## src/rtl/wdg_pkg.sv

```systemverilog
package wdg_pkg;
  localparam logic [1:0] IDX_LIMIT = 2'd0;
  localparam logic [1:0] IDX_RUN   = 2'd1;
  localparam logic [1:0] IDX_COUNT = 2'd2;
  localparam logic [1:0] IDX_CTRL  = 2'd3;

  localparam int SRC_N  = 3;
  localparam int CODE_W = 3;
  localparam int CTRL_W = SRC_N + CODE_W;

  typedef struct packed {
    logic [CODE_W-1:0] code;
    logic [SRC_N-1:0]  src;
  } ctrl_t;
endpackage

```

## src/rtl/wdg_regs.sv

```systemverilog
module wdg_regs
  import wdg_pkg::*;
#(
  parameter int DATA_W = 16,
  parameter int ADDR_W = 4
) (
  input  logic              clk,
  input  logic              rst,
  input  logic              wr_en,
  input  logic [DATA_W/8-1:0] be,
  input  logic [ADDR_W-1:0] addr,
  input  logic [DATA_W-1:0] wdata,
  input  logic [DATA_W-1:0] cnt,
  output logic [DATA_W-1:0] limit,
  output logic              run,
  output ctrl_t             ctrl,
  output logic              cnt_wr,
  output logic [DATA_W-1:0] cnt_wdata,
  output logic              div_clr,
  output logic [DATA_W-1:0] rdata
);
  localparam int NB = DATA_W / 8;

  logic [DATA_W-1:0] wmask;
  for (genvar b = 0; b < NB; b++) begin : g_mask
    assign wmask[b*8 +: 8] = {8{be[b]}};
  end

  logic       mapped;
  logic [1:0] widx;
  assign mapped = (addr[1:0] == 2'b00) && ((addr >> 4) == '0);
  assign widx   = addr[3:2];

  logic wr_hit;
  assign wr_hit = wr_en && mapped;

  always_ff @(posedge clk) begin
    if (rst) begin
      limit <= '0;
      run   <= 1'b0;
      ctrl  <= '0;
    end else if (wr_hit) begin
      case (widx)
        IDX_LIMIT: limit <= (limit & ~wmask) | (wdata & wmask);
        IDX_RUN:   if (be[0]) run <= wdata[0];
        IDX_CTRL:  if (be[0]) ctrl <= ctrl_t'(wdata[CTRL_W-1:0]);
        default: ;
      endcase
    end
  end

  assign cnt_wr    = wr_hit && (widx == IDX_COUNT) && (|be);
  assign cnt_wdata = (cnt & ~wmask) | (wdata & wmask);
  assign div_clr   = wr_hit && be[0] && ((widx == IDX_RUN) || (widx == IDX_CTRL));

  always_comb begin
    rdata = '0;
    if (mapped) begin
      case (widx)
        IDX_LIMIT: rdata = limit;
        IDX_RUN:   rdata = {{(DATA_W-1){1'b0}}, run};
        IDX_COUNT: rdata = cnt;
        IDX_CTRL:  rdata = {{(DATA_W-CTRL_W){1'b0}}, ctrl};
        default:   rdata = '0;
      endcase
    end
  end
endmodule

```

## src/rtl/wdg_prescaler.sv

```systemverilog
module wdg_prescaler
  import wdg_pkg::*;
#(
  parameter int MAX_CODE = 5,
  parameter int STEP_LOG = 2
) (
  input  logic             clk,
  input  logic             rst,
  input  logic             run,
  input  logic             clr,
  input  ctrl_t            ctrl,
  input  logic [SRC_N-1:0] tick_src,
  output logic             step
);
  localparam int DIV_W = (MAX_CODE * STEP_LOG > 0) ? MAX_CODE * STEP_LOG : 1;

  logic              sel_tick;
  logic [CODE_W-1:0] code_eff;
  logic [DIV_W-1:0]  div_cnt;
  logic [DIV_W-1:0]  div_last;
  int unsigned       shamt;

  assign sel_tick = |(tick_src & ctrl.src);

  always_comb begin
    code_eff = (int'(ctrl.code) > MAX_CODE) ? CODE_W'(MAX_CODE) : ctrl.code;
    shamt    = STEP_LOG * int'(code_eff);
    div_last = DIV_W'(((DIV_W+1)'(1) << shamt) - (DIV_W+1)'(1));
  end

  assign step = run && sel_tick && (div_cnt == div_last);

  always_ff @(posedge clk) begin
    if (rst || clr || !run) begin
      div_cnt <= '0;
    end else if (sel_tick) begin
      div_cnt <= (div_cnt == div_last) ? '0 : div_cnt + 1'b1;
    end
  end
endmodule

```

## src/rtl/wdg_counter.sv

```systemverilog
module wdg_counter #(
  parameter int CNT_W     = 16,
  parameter int PULSE_LEN = 4
) (
  input  logic             clk,
  input  logic             rst,
  input  logic             run,
  input  logic             step,
  input  logic             cnt_wr,
  input  logic [CNT_W-1:0] cnt_wdata,
  input  logic [CNT_W-1:0] limit,
  output logic [CNT_W-1:0] cnt,
  output logic             hit,
  output logic             rst_req
);
  localparam int PW = $clog2(PULSE_LEN + 1);

  logic          hit_q;
  logic [PW-1:0] pulse_cnt;

  assign hit = run && (cnt == limit);

  always_ff @(posedge clk) begin
    if (rst) begin
      cnt <= '0;
    end else if (cnt_wr) begin
      cnt <= cnt_wdata;
    end else if (step && !hit) begin
      cnt <= cnt + 1'b1;
    end
  end

  always_ff @(posedge clk) begin
    if (rst) begin
      hit_q     <= 1'b0;
      pulse_cnt <= '0;
    end else begin
      hit_q <= hit;
      if (hit && !hit_q && (pulse_cnt == '0)) begin
        pulse_cnt <= PW'(PULSE_LEN);
      end else if (pulse_cnt != '0) begin
        pulse_cnt <= pulse_cnt - 1'b1;
      end
    end
  end

  assign rst_req = (pulse_cnt != '0);
endmodule

```

## src/rtl/wdg_top.sv

```systemverilog
module wdg_top
  import wdg_pkg::*;
#(
  parameter int DATA_W    = 16,
  parameter int ADDR_W    = 4,
  parameter int MAX_CODE  = 5,
  parameter int STEP_LOG  = 2,
  parameter int PULSE_LEN = 4
) (
  input  logic                clk,
  input  logic                rst,
  input  logic                bus_we,
  input  logic [DATA_W/8-1:0] bus_be,
  input  logic [ADDR_W-1:0]   bus_addr,
  input  logic [DATA_W-1:0]   bus_wdata,
  output logic [DATA_W-1:0]   bus_rdata,
  input  logic [SRC_N-1:0]    tick_src,
  output logic                wdg_rst_req
);
  logic [DATA_W-1:0] limit, cnt, cnt_wdata;
  logic              run, cnt_wr, div_clr, step, hit;
  ctrl_t             ctrl;

  wdg_regs #(.DATA_W(DATA_W), .ADDR_W(ADDR_W)) i_regs (
    .clk(clk), .rst(rst), .wr_en(bus_we), .be(bus_be), .addr(bus_addr),
    .wdata(bus_wdata), .cnt(cnt), .limit(limit), .run(run), .ctrl(ctrl),
    .cnt_wr(cnt_wr), .cnt_wdata(cnt_wdata), .div_clr(div_clr), .rdata(bus_rdata)
  );

  wdg_prescaler #(.MAX_CODE(MAX_CODE), .STEP_LOG(STEP_LOG)) i_presc (
    .clk(clk), .rst(rst), .run(run), .clr(div_clr), .ctrl(ctrl),
    .tick_src(tick_src), .step(step)
  );

  wdg_counter #(.CNT_W(DATA_W), .PULSE_LEN(PULSE_LEN)) i_cnt (
    .clk(clk), .rst(rst), .run(run), .step(step), .cnt_wr(cnt_wr),
    .cnt_wdata(cnt_wdata), .limit(limit), .cnt(cnt), .hit(hit),
    .rst_req(wdg_rst_req)
  );
endmodule

```

## config.mk

```make
export PLATFORM = sky130hd
export DESIGN_NAME = wdg_top
export DESIGN_NICKNAME = d
export VERILOG_FILES = /design/src/rtl/wdg_pkg.sv /design/src/rtl/wdg_regs.sv /design/src/rtl/wdg_prescaler.sv /design/src/rtl/wdg_counter.sv /design/src/rtl/wdg_top.sv
export SDC_FILE = /design/constraint.sdc
export NUM_CORES = 1
export LEC_CHECK = 0
export BUFFER_PORTS_ARGS = -buffer_cell sky130_fd_sc_hd__buf_4
export CAP_MARGIN = 20
export CORE_MARGIN = 2
export CORE_UTILIZATION = 58
export CTS_CLUSTER_SIZE = 20
export DETAILED_ROUTE_END_ITERATION = 6
export PLACE_DENSITY = 0.84
export SLEW_MARGIN = 20
export SYNTH_ARGS = -nofsm -noshare
export SYNTH_HDL_FRONTEND = slang
export SYNTH_SLANG_ARGS = --single-unit
```

## constraint.sdc

```tcl
create_clock -name clk -period 3.7 [get_ports clk]
set_clock_uncertainty 0.1 [all_clocks]
set_input_delay 0.37 -clock clk [delete_from_list [all_inputs] [get_ports clk]]
set_output_delay 0.37 -clock clk [all_outputs]
set_load 0.005 [all_outputs]
```

Word level (Yosys, flattened, before mapping)
Cells that the tools add are included.
W data, S select, Z words.

storage, ports and cells
  input port bits = 28
  flip-flop bits (word level) = 53
  output and inout bits = 17
  logic and storage cells = 64

cells by class
  shift-type cells = 1
  bitwise gates (word level) = 7
  add/sub/neg operators = 4
  equality and inequality tests = 5
  reductions and logical operators = 29
  $lt $le $gt $ge = 1
  muxes and demuxes = 8

operator list
  kind                     number
  $pmux W16 S4             1
  $and A16 B16 Y16         3
  $mux W16                 3
  $or A16 B16 Y16          2
  $add A16 B1 Y16 const B  1
  $eq A16 B16 Y1           1
  $not A16 Y16             1
  $logic_and A1 B1 Y1      11
  $add A10 B1 Y10 const B  1
  $eq A10 B10 Y1           1
  $mux W10                 1
  $shl A1 B4 Y10 const A   1
  $sub A10 B2 Y10 const B  1
  $mux W3                  3
  $reduce_and A3 Y1        2
  $eq A2 B2 Y1 const B     2
  $logic_not A2 Y1         2
  $reduce_bool A2 Y1       2
  $reduce_or A2 Y1         2
  $and A3 B3 Y3            1
  $gt A3 B3 Y1 const B     1
  $logic_not A1 Y1         3
  $logic_not A3 Y1         1
  $logic_or A1 B1 Y1       3
  other kinds (5)          5

Depth between registers and ports, before layout
Gate-level depths: netlist (run 1).

  depth after elaboration = 9
  mapped depth = 10
  depth with buffers taken out = 9

Cells and area by module
Synthesis (run 1) repeated with hierarchy kept, for this count alone.

unflattened totals
  cell total of the unflattened synthesis = 411
  area, all modules = 3652.3 sq um

by module, submodules not included
  module         cells each  area each (sq um)  times used
  wdg_regs       162         1541.5             1
  wdg_counter    171         1376.3             1
  wdg_prescaler  78          734.5              1

Worst setup path before layout (run 1)
No wires, ideal clock.

  kind = flip-flop to flip-flop
  start = register, netlist name i_regs.ctrl[3]
  end = register (tool-made name)
  cell stages (with the launch flop) = 9
  library setup time = 0.069 ns
  buffers on the path = 0
  arrival = 2.362 ns
  slack = 1.169 ns
  cell sequence = dfxtp_1 > or3_1 > ha_1 > xor2_1 > o211ai_1 > nor4_4 > o2111ai_2 > a21o_1 > o21ai_1

==> impl_metrics.py, run 1 <==
metrics = {
    "status": {
        "outcome": "finished clean",
    },
    "grt": {
        "grt_pass1_vias": 3052,
        "overflow": 0,
        "antenna_found_initial": 0,
        "grt_util_all_layers_pct": 28.5,
        "grt_pass1_wl_um": 14500,
        "grt_max_degree": 53,
    },
    "clock_network": {
        "clk_path_buf_depth": 2,
        "cts_root_buf": "clkbuf_8",
        "cts.htree.levels": 2,
        "cts_resized": 0,
        "cts_tree": "yes",
        "cts.sinks": 53,
        "cts_setup_buffers": 0,
        "hold_buffers": 0,
        "cts.clk_slew.worst_paths_ns": 0.10,
        "numCtsBuffers": 5,
        "insertion_delay_ns": 0.31,
    },
    "worst_setup_path": {
        "crit_arrival_ns": 3.15,
        "crit_type": "reg2reg",
        "required_ns": 3.84,
        "end_kind": "register",
        "critical_path.slowest_cell": "nor4_4",
        "critPathMaxFanout": 11,
        "cp-start-kind": "register",
        "crit_chain": "or3_1 > ha_1 > xor2_1 > o211ai_1 > nor4_4 > o2111ai_2 > a21o_1 > o21ai_1",
        "slowest_delay_ns": 0.48,
    },
    "drt": {
        "drc": 0,
        "wl_per_cell_um": 17.3,
        "wirelength_um": 8760,
        "ant_nets": 0,
        "routed_via_density": 6.28,
        "vias": 3182,
        "drt_iter0_markers": 257,
        "drtPass1Iterations": 5,
    },
    "yosys": {
        "avgSynthCellArea_um2": 8.41,
        "synth-adder-area-share_pct": 1.84,
        "yosysWarnings": 0,
        "seq_area_frac_synth_pct": 31.2,
        "syn_nets": 437,
        "synth_xor_area_share_pct": 9.54,
        "synth-edff-count": 0,
        "synth_mux_area_share_pct": 13.6,
        "synth_compound_area_share_pct": 13.0,
        "synth.cell_area_um2": 3400,
        "synthArstFlopShare_pct": 0,
        "synth_seq_cells": 53,
        "synth_cell_types": 60,
        "synth_top_family_by_area": "simple AND/OR/NAND/NOR gates",
        "synth_ff_type": "dfxtp_1",
        "synth-simple-area-share_pct": 26.7,
        "synth_cells": 404,
    },
    "power_and_ir_drop": {
        "finalPower_mw": 1.19,
        "cellPowerDensity_nw_per_um2": 308,
        "clkPwrFrac_pct": 35.0,
        "swShare_pct": 25.1,
        "cellLeakagePower_nw": 1.55,
        "power.net_switching_mw": 0.297,
        "p_seq_share_pct": 50.2,
        "ir_drop_mv": 0.203,
        "p_comb_share_pct": 14.8,
        "p_int_mw": 0.890,
    },
    "place": {
        "port_buffers": 44,
        "detailed_place_hpwl_um": 6060,
        "routabilityCongestion": 0.875,
        "dpl-instance-area_um2": 3730,
        "post-place-ws_ns": 0.796,
    },
    "die": {
        "rows": 27,
        "initial_core_util_pct": 61.0,
        "dieWidth_um": 80.5,
        "design.die.area_um2": 6490,
        "fp.coreArea_um2": 5570,
        "die_y_um": 80.5,
        "pin_count": 45,
    },
    "flow_run": {
        "maxCapViolCount": 0,
    },
    "hold_path": {
        "hold_class": "in2reg",
    },
    "layout": {
        "final_nets": 467,
        "postLayoutCellArea_um2": 3850,
        "area_delta_synth_final_pct": 13.3,
        "drive_gt1_share_pct": 16.1,
        "diodes": 0,
    },
    "sta": {
        "final.setup.tns_ns": 0,
        "drv_slew": 0,
        "period_needed_ns": 3.01,
        "worst_pin_slew_ns": 0.867,
        "clock.fmax_mhz": 332,
        "fin_ws_ns": 0.690,
        "holdWs_ns": 0.196,
        "fin_crit_sh_pct": 81.4,
        "relSlewSlack_pct": 41.9,
        "setup_violations": 0,
        "rsz0062_at_grt": "no",
        "hold_viol": 0,
    },
}
[cell type report]
| class | count | area, um^2 |
|---|---|---|
| Sequential cell | 53 | 1060 |
| Clock inverter | 1 | 30.0 |
| Timing Repair Buffer | 48 | 360 |
| Inverter | 6 | 22.5 |
| Clock buffer | 7 | 86.3 |
| Tap cell | 72 | 90.1 |
| Fill cell | 473 | 1720 |
| Multi-Input combinational cell | 320 | 2200 |
[synth_stat cells (all sizes together) (2+ instances only)]
cell | number | share of area, %
a211oi | 4 | 1.0
a21oi | 15 | 2.3
a31oi | 6 | 1.1
and2 | 2 | 0.37
and3 | 6 | 1.1
buf | 8 | 1.5
clkbuf | 17 | 1.9
dfxtp | 53 | 31
ha | 5 | 1.8
inv | 6 | 0.66
mux2i | 44 | 13
nand2 | 21 | 2.3
nand2b | 5 | 0.92
nand3 | 11 | 1.6
nand4 | 7 | 1.3
nand4b | 8 | 2.1
nor2 | 69 | 7.9
nor2b | 3 | 0.55
nor3 | 14 | 2.2
nor4 | 11 | 2.5
nor4b | 3 | 0.77
o2111a | 2 | 0.70
o2111ai | 2 | 1.2
o211ai | 2 | 0.44
o21a | 2 | 0.66
o21ai | 10 | 1.5
o22ai | 2 | 0.37
o31ai | 2 | 0.44
o32ai | 5 | 1.3
or2 | 4 | 0.74
or3 | 4 | 0.74
xnor2 | 18 | 4.6
xor2 | 19 | 4.9
[kinds of logic after synthesis]
| family | after synthesis |
|---|---|
| adders and majority gates | 5 |
| and+or+nand+nor | 173 |
| xor gates and xnor gates | 37 |
| AOI/OAI and AO/OA | 60 |
| buffers and inverters | 31 |
| muxes | 45 |
| DFF | 53 |
[power groups by stage]
stage,Sequential (mW),Combinational (mW),Clock [mW]
2_1_floorplan,0.606,0.114,0
3_3_place_gp,0.608,0.168,0
3_5_place_dp,0.609,0.174,0
4_1_cts,0.596,0.176,0.412
5_1_grt,0.598,0.196,0.437
6_report,0.596,0.175,0.416
[placed cells by master, fill, tap and decap left out, drive strengths merged, types with 3 or more instances in the layout]
cell type   n
a211oi      4
a21oi      15
a31oi       6
and3        6
buf        48
clkbuf      7
dfxtp      53
ha          5
inv         6
mux2i      44
nand2      21
nand2b      5
nand3      11
nand4       7
nand4b      8
nor2       69
nor2b       3
nor3       14
nor4       11
nor4b       3
o21ai      10
o32ai       5
or2         4
or3         4
xnor2      18
xor2       19
[worst max-delay path, delay by kind of cell, from the launching register on]
kind            cells  cell delay, ns
xor+xnor            1            0.17
simple gates        2            0.93
fa+ha+maj           1            0.32
flops               1            0.43
compound gates      4            0.99
[per-layer routing]
layer	up-vias	part of all wire [%]	global-route usage, %	wire length [um]
li1	1514	-	-	-
met1	1510	43	36.9	3760
met2	138	49	49.0	4280
met3	20	6.9	4.04	603
met4	0	1.5	8.64	129
met5	-	0	0	0
[per-stage QoR]
stage,utilization [%],cells
after floorplan,-,404
after global placement,67.0,499
after detailed placement,67.0,499
after CTS,69.1,507
after global routing,69.1,507
final,69.1,507
[path summary, 6_finish.rpt]
kind                                      endpoint  slack, ns  cells after the start          startpoint
worst max-delay path                      register       0.69                      8      i_regs.ctrl[5]
worst min-delay path                      register       0.20                      3        bus_wdata[7]
worst max register to register            register       0.69                      8      i_regs.ctrl[5]
worst min register to register  i_cnt.pulse_cnt[2]       0.38                      1  i_cnt.pulse_cnt[2]
No activity file was read; power rests on OpenSTA's default activity.
==> inputs of run 2 (changes only) <==
- clock period: 3.7 -> 3 ns (I/O delays scaled with it)
==> run 2 against run 1 <==
Net effect: non-clock buffer count up 5; sequential share of layout area down 0.13 points; highest routed layer unchanged; count of clock-buffer cells in the layout did not move; register-to-register slack worse by 0.43 ns; critical path type unchanged; critical path depth increased by 1; cell area grew 0.49%; die area is the same; clock power down 1%; setup slack worse by 0.43 ns; first-iteration DRC count increased by 10%; largest power group unchanged; fmax is 9.9% higher.
==> impl_metrics.py, run 2 (synthesized netlist as in run 1, its figures left out) <==
metrics = {
    "drt": {
        "wirelength_um": 8580,
        "routed_via_density": 6.19,
        "vias": 3161,
        "drc": 0,
        "drt_iter0_markers": 283,
        "drtPass1Iterations": 7,
        "ant_nets": 0,
        "wl_per_cell_um": 16.8,
    },
    "layout": {
        "postLayoutCellArea_um2": 3870,
        "final_nets": 472,
        "final_cell_mix": "nor2_1, dfxtp_1, buf_4",
        "layout_commonest_cell": "nor2_1",
        "diodes": 0,
        "area_delta_synth_final_pct": 13.8,
        "drive_gt1_share_pct": 16.9,
        "layoutNonFillerInstCount": 511,
    },
    "clock_network": {
        "cts.htree.levels": 2,
        "clk_path_buf_depth": 2,
        "cts_root_buf": "clkbuf_8",
        "insertion_delay_ns": 0.31,
        "numCtsBuffers": 5,
        "cts_tree": "yes",
        "cts.clk_slew.worst_paths_ns": 0.09,
        "cts.sinks": 53,
    },
    "sta": {
        "worst_pin_slew_ns": 0.702,
        "relSlewSlack_pct": 53.2,
        "fin_crit_sh_pct": 91.3,
        "clock.fmax_mhz": 365,
        "hold_viol": 0,
        "fin_ws_ns": 0.261,
        "rsz0062_at_grt": "no",
        "final.setup.tns_ns": 0,
        "setup_violations": 0,
        "period_needed_ns": 2.74,
        "drv_slew": 0,
    },
    "hold_path": {
        "hold_class": "in2reg",
        "min-delay-start": "bus_wdata[9]",
        "min_delay_path_depth": 3,
    },
    "grt": {
        "overflow": 0,
        "grt_util_all_layers_pct": 27.1,
        "grt_pass1_vias": 2858,
        "grt_max_degree": 53,
        "grt_pass1_wl_um": 13800,
        "antenna_found_initial": 0,
    },
    "flow_run": {
        "maxCapViolCount": 0,
    },
    "worst_setup_path": {
        "crit_type": "reg2reg",
        "reg2reg_depth": 9,
        "required_ns": 3.15,
        "startpoint": "i_regs.ctrl[3]",
        "critPathMaxFanout": 9,
        "cp-start-kind": "register",
        "r2r-start": "i_regs.ctrl[3]",
        "rrSetupSlack_ns": 0.26,
        "slowest_delay_ns": 0.42,
        "end_kind": "register",
        "crit_arrival_ns": 2.89,
        "crit_chain": "or3_1 > ha_1 > xor2_1 > o211ai_1 > nor4_4 > buf_4 > o2111ai_4 > a21o_1 > o21ai_1",
        "critical_path.slowest_cell": "or3_1",
    },
    "status": {
        "outcome": "finished clean",
    },
    "die": {
        "pin_count": 45,
        "dieWidth_um": 80.5,
        "rows": 27,
        "fp.coreArea_um2": 5570,
        "design.die.area_um2": 6490,
        "initial_core_util_pct": 61.0,
        "die_y_um": 80.5,
    },
    "place": {
        "dp_cells": 503,
        "dpl-instance-area_um2": 3760,
        "post-place-ws_ns": 0.180,
        "port_buffers": 44,
        "routabilityCongestion": 0.878,
        "detailed_place_hpwl_um": 6050,
    },
    "power_and_ir_drop": {
        "finalPower_mw": 1.36,
        "cellPowerDensity_nw_per_um2": 352,
        "cellLeakagePower_nw": 1.56,
        "ir_drop_mv": 0.243,
    },
}
==> run 2: cell types whose count changed in the layout (fill, tap and decap cells not counted), sizes merged <==
cell	before	now
buf	48	53
bufinv	1	0
==> run 2: report_power, final <==
group / internal [mW] / leakage [nW] / switching [mW]
logic: 0.102 / 1.09 / 0.115
clock network: 0.184 / 0.0443 / 0.226
registers: 0.723 / 0.428 / 0.0124
total: 1.01 / 1.56 / 0.354
==> run 2: timing repair <==
action                     CTS  global route
hold endpoints to repair     0             0
setup endpoints to repair    0             4
hold buffers                 0             0
resized for setup            0             1
setup buffers                0             1
==> run 2: per-stage QoR <==
| stage | util, % | hold slack (ns) |
|---|---|---|
| after detailed placement | 67.5 | 0.369 |
| after floorplan | - | 0.342 |
| after global placement | 67.5 | 0.355 |
| final | 69.4 | 0.131 |
| after CTS | 69.1 | 0.137 |
| after global routing | 69.4 | 0.141 |
==> run 2: routing by layer <==
metal | vias to the layer above | share of wire (%) | global-route usage [%]
li1 | 1523 | - | -
met2 | 131 | 46 | 43.7
met5 | - | 0 | 0
met1 | 1486 | 46 | 37.1
met4 | 0 | 2.2 | 8.98
met3 | 21 | 6.3 | 4.16
==> run 2: critical path: cells and delay by family, from the launching register on <==
kind | cells | cell delay [ns]
xor gates and xnor gates | 1 | 0.17
adders and majority gates | 1 | 0.31
AOI/OAI and AO/OA | 4 | 0.79
and+or+nand+nor | 2 | 0.71
DFF | 1 | 0.40
buffers and inverters | 1 | 0.20
==> run 2: worst max-delay path by stage <==
stage | endpoint | slack [ns] | depth (start not counted)
after floorplan | register | 0.47 | 8
after global placement | register | 0.26 | 8
after detailed placement | register | 0.18 | 8
after CTS | register | 0.13 | 8
after global routing | register | 0.07 | 9
final | register | 0.26 | 9
==> run 2: cell type report <==
type | instances | area (um^2)
Multi-Input combinational cell | 320 | 2210
Fill cell | 451 | 1710
Clock buffer | 7 | 86.3
Timing Repair Buffer | 53 | 398
Sequential cell | 53 | 1060
Tap cell | 72 | 90.1
Inverter | 6 | 22.5
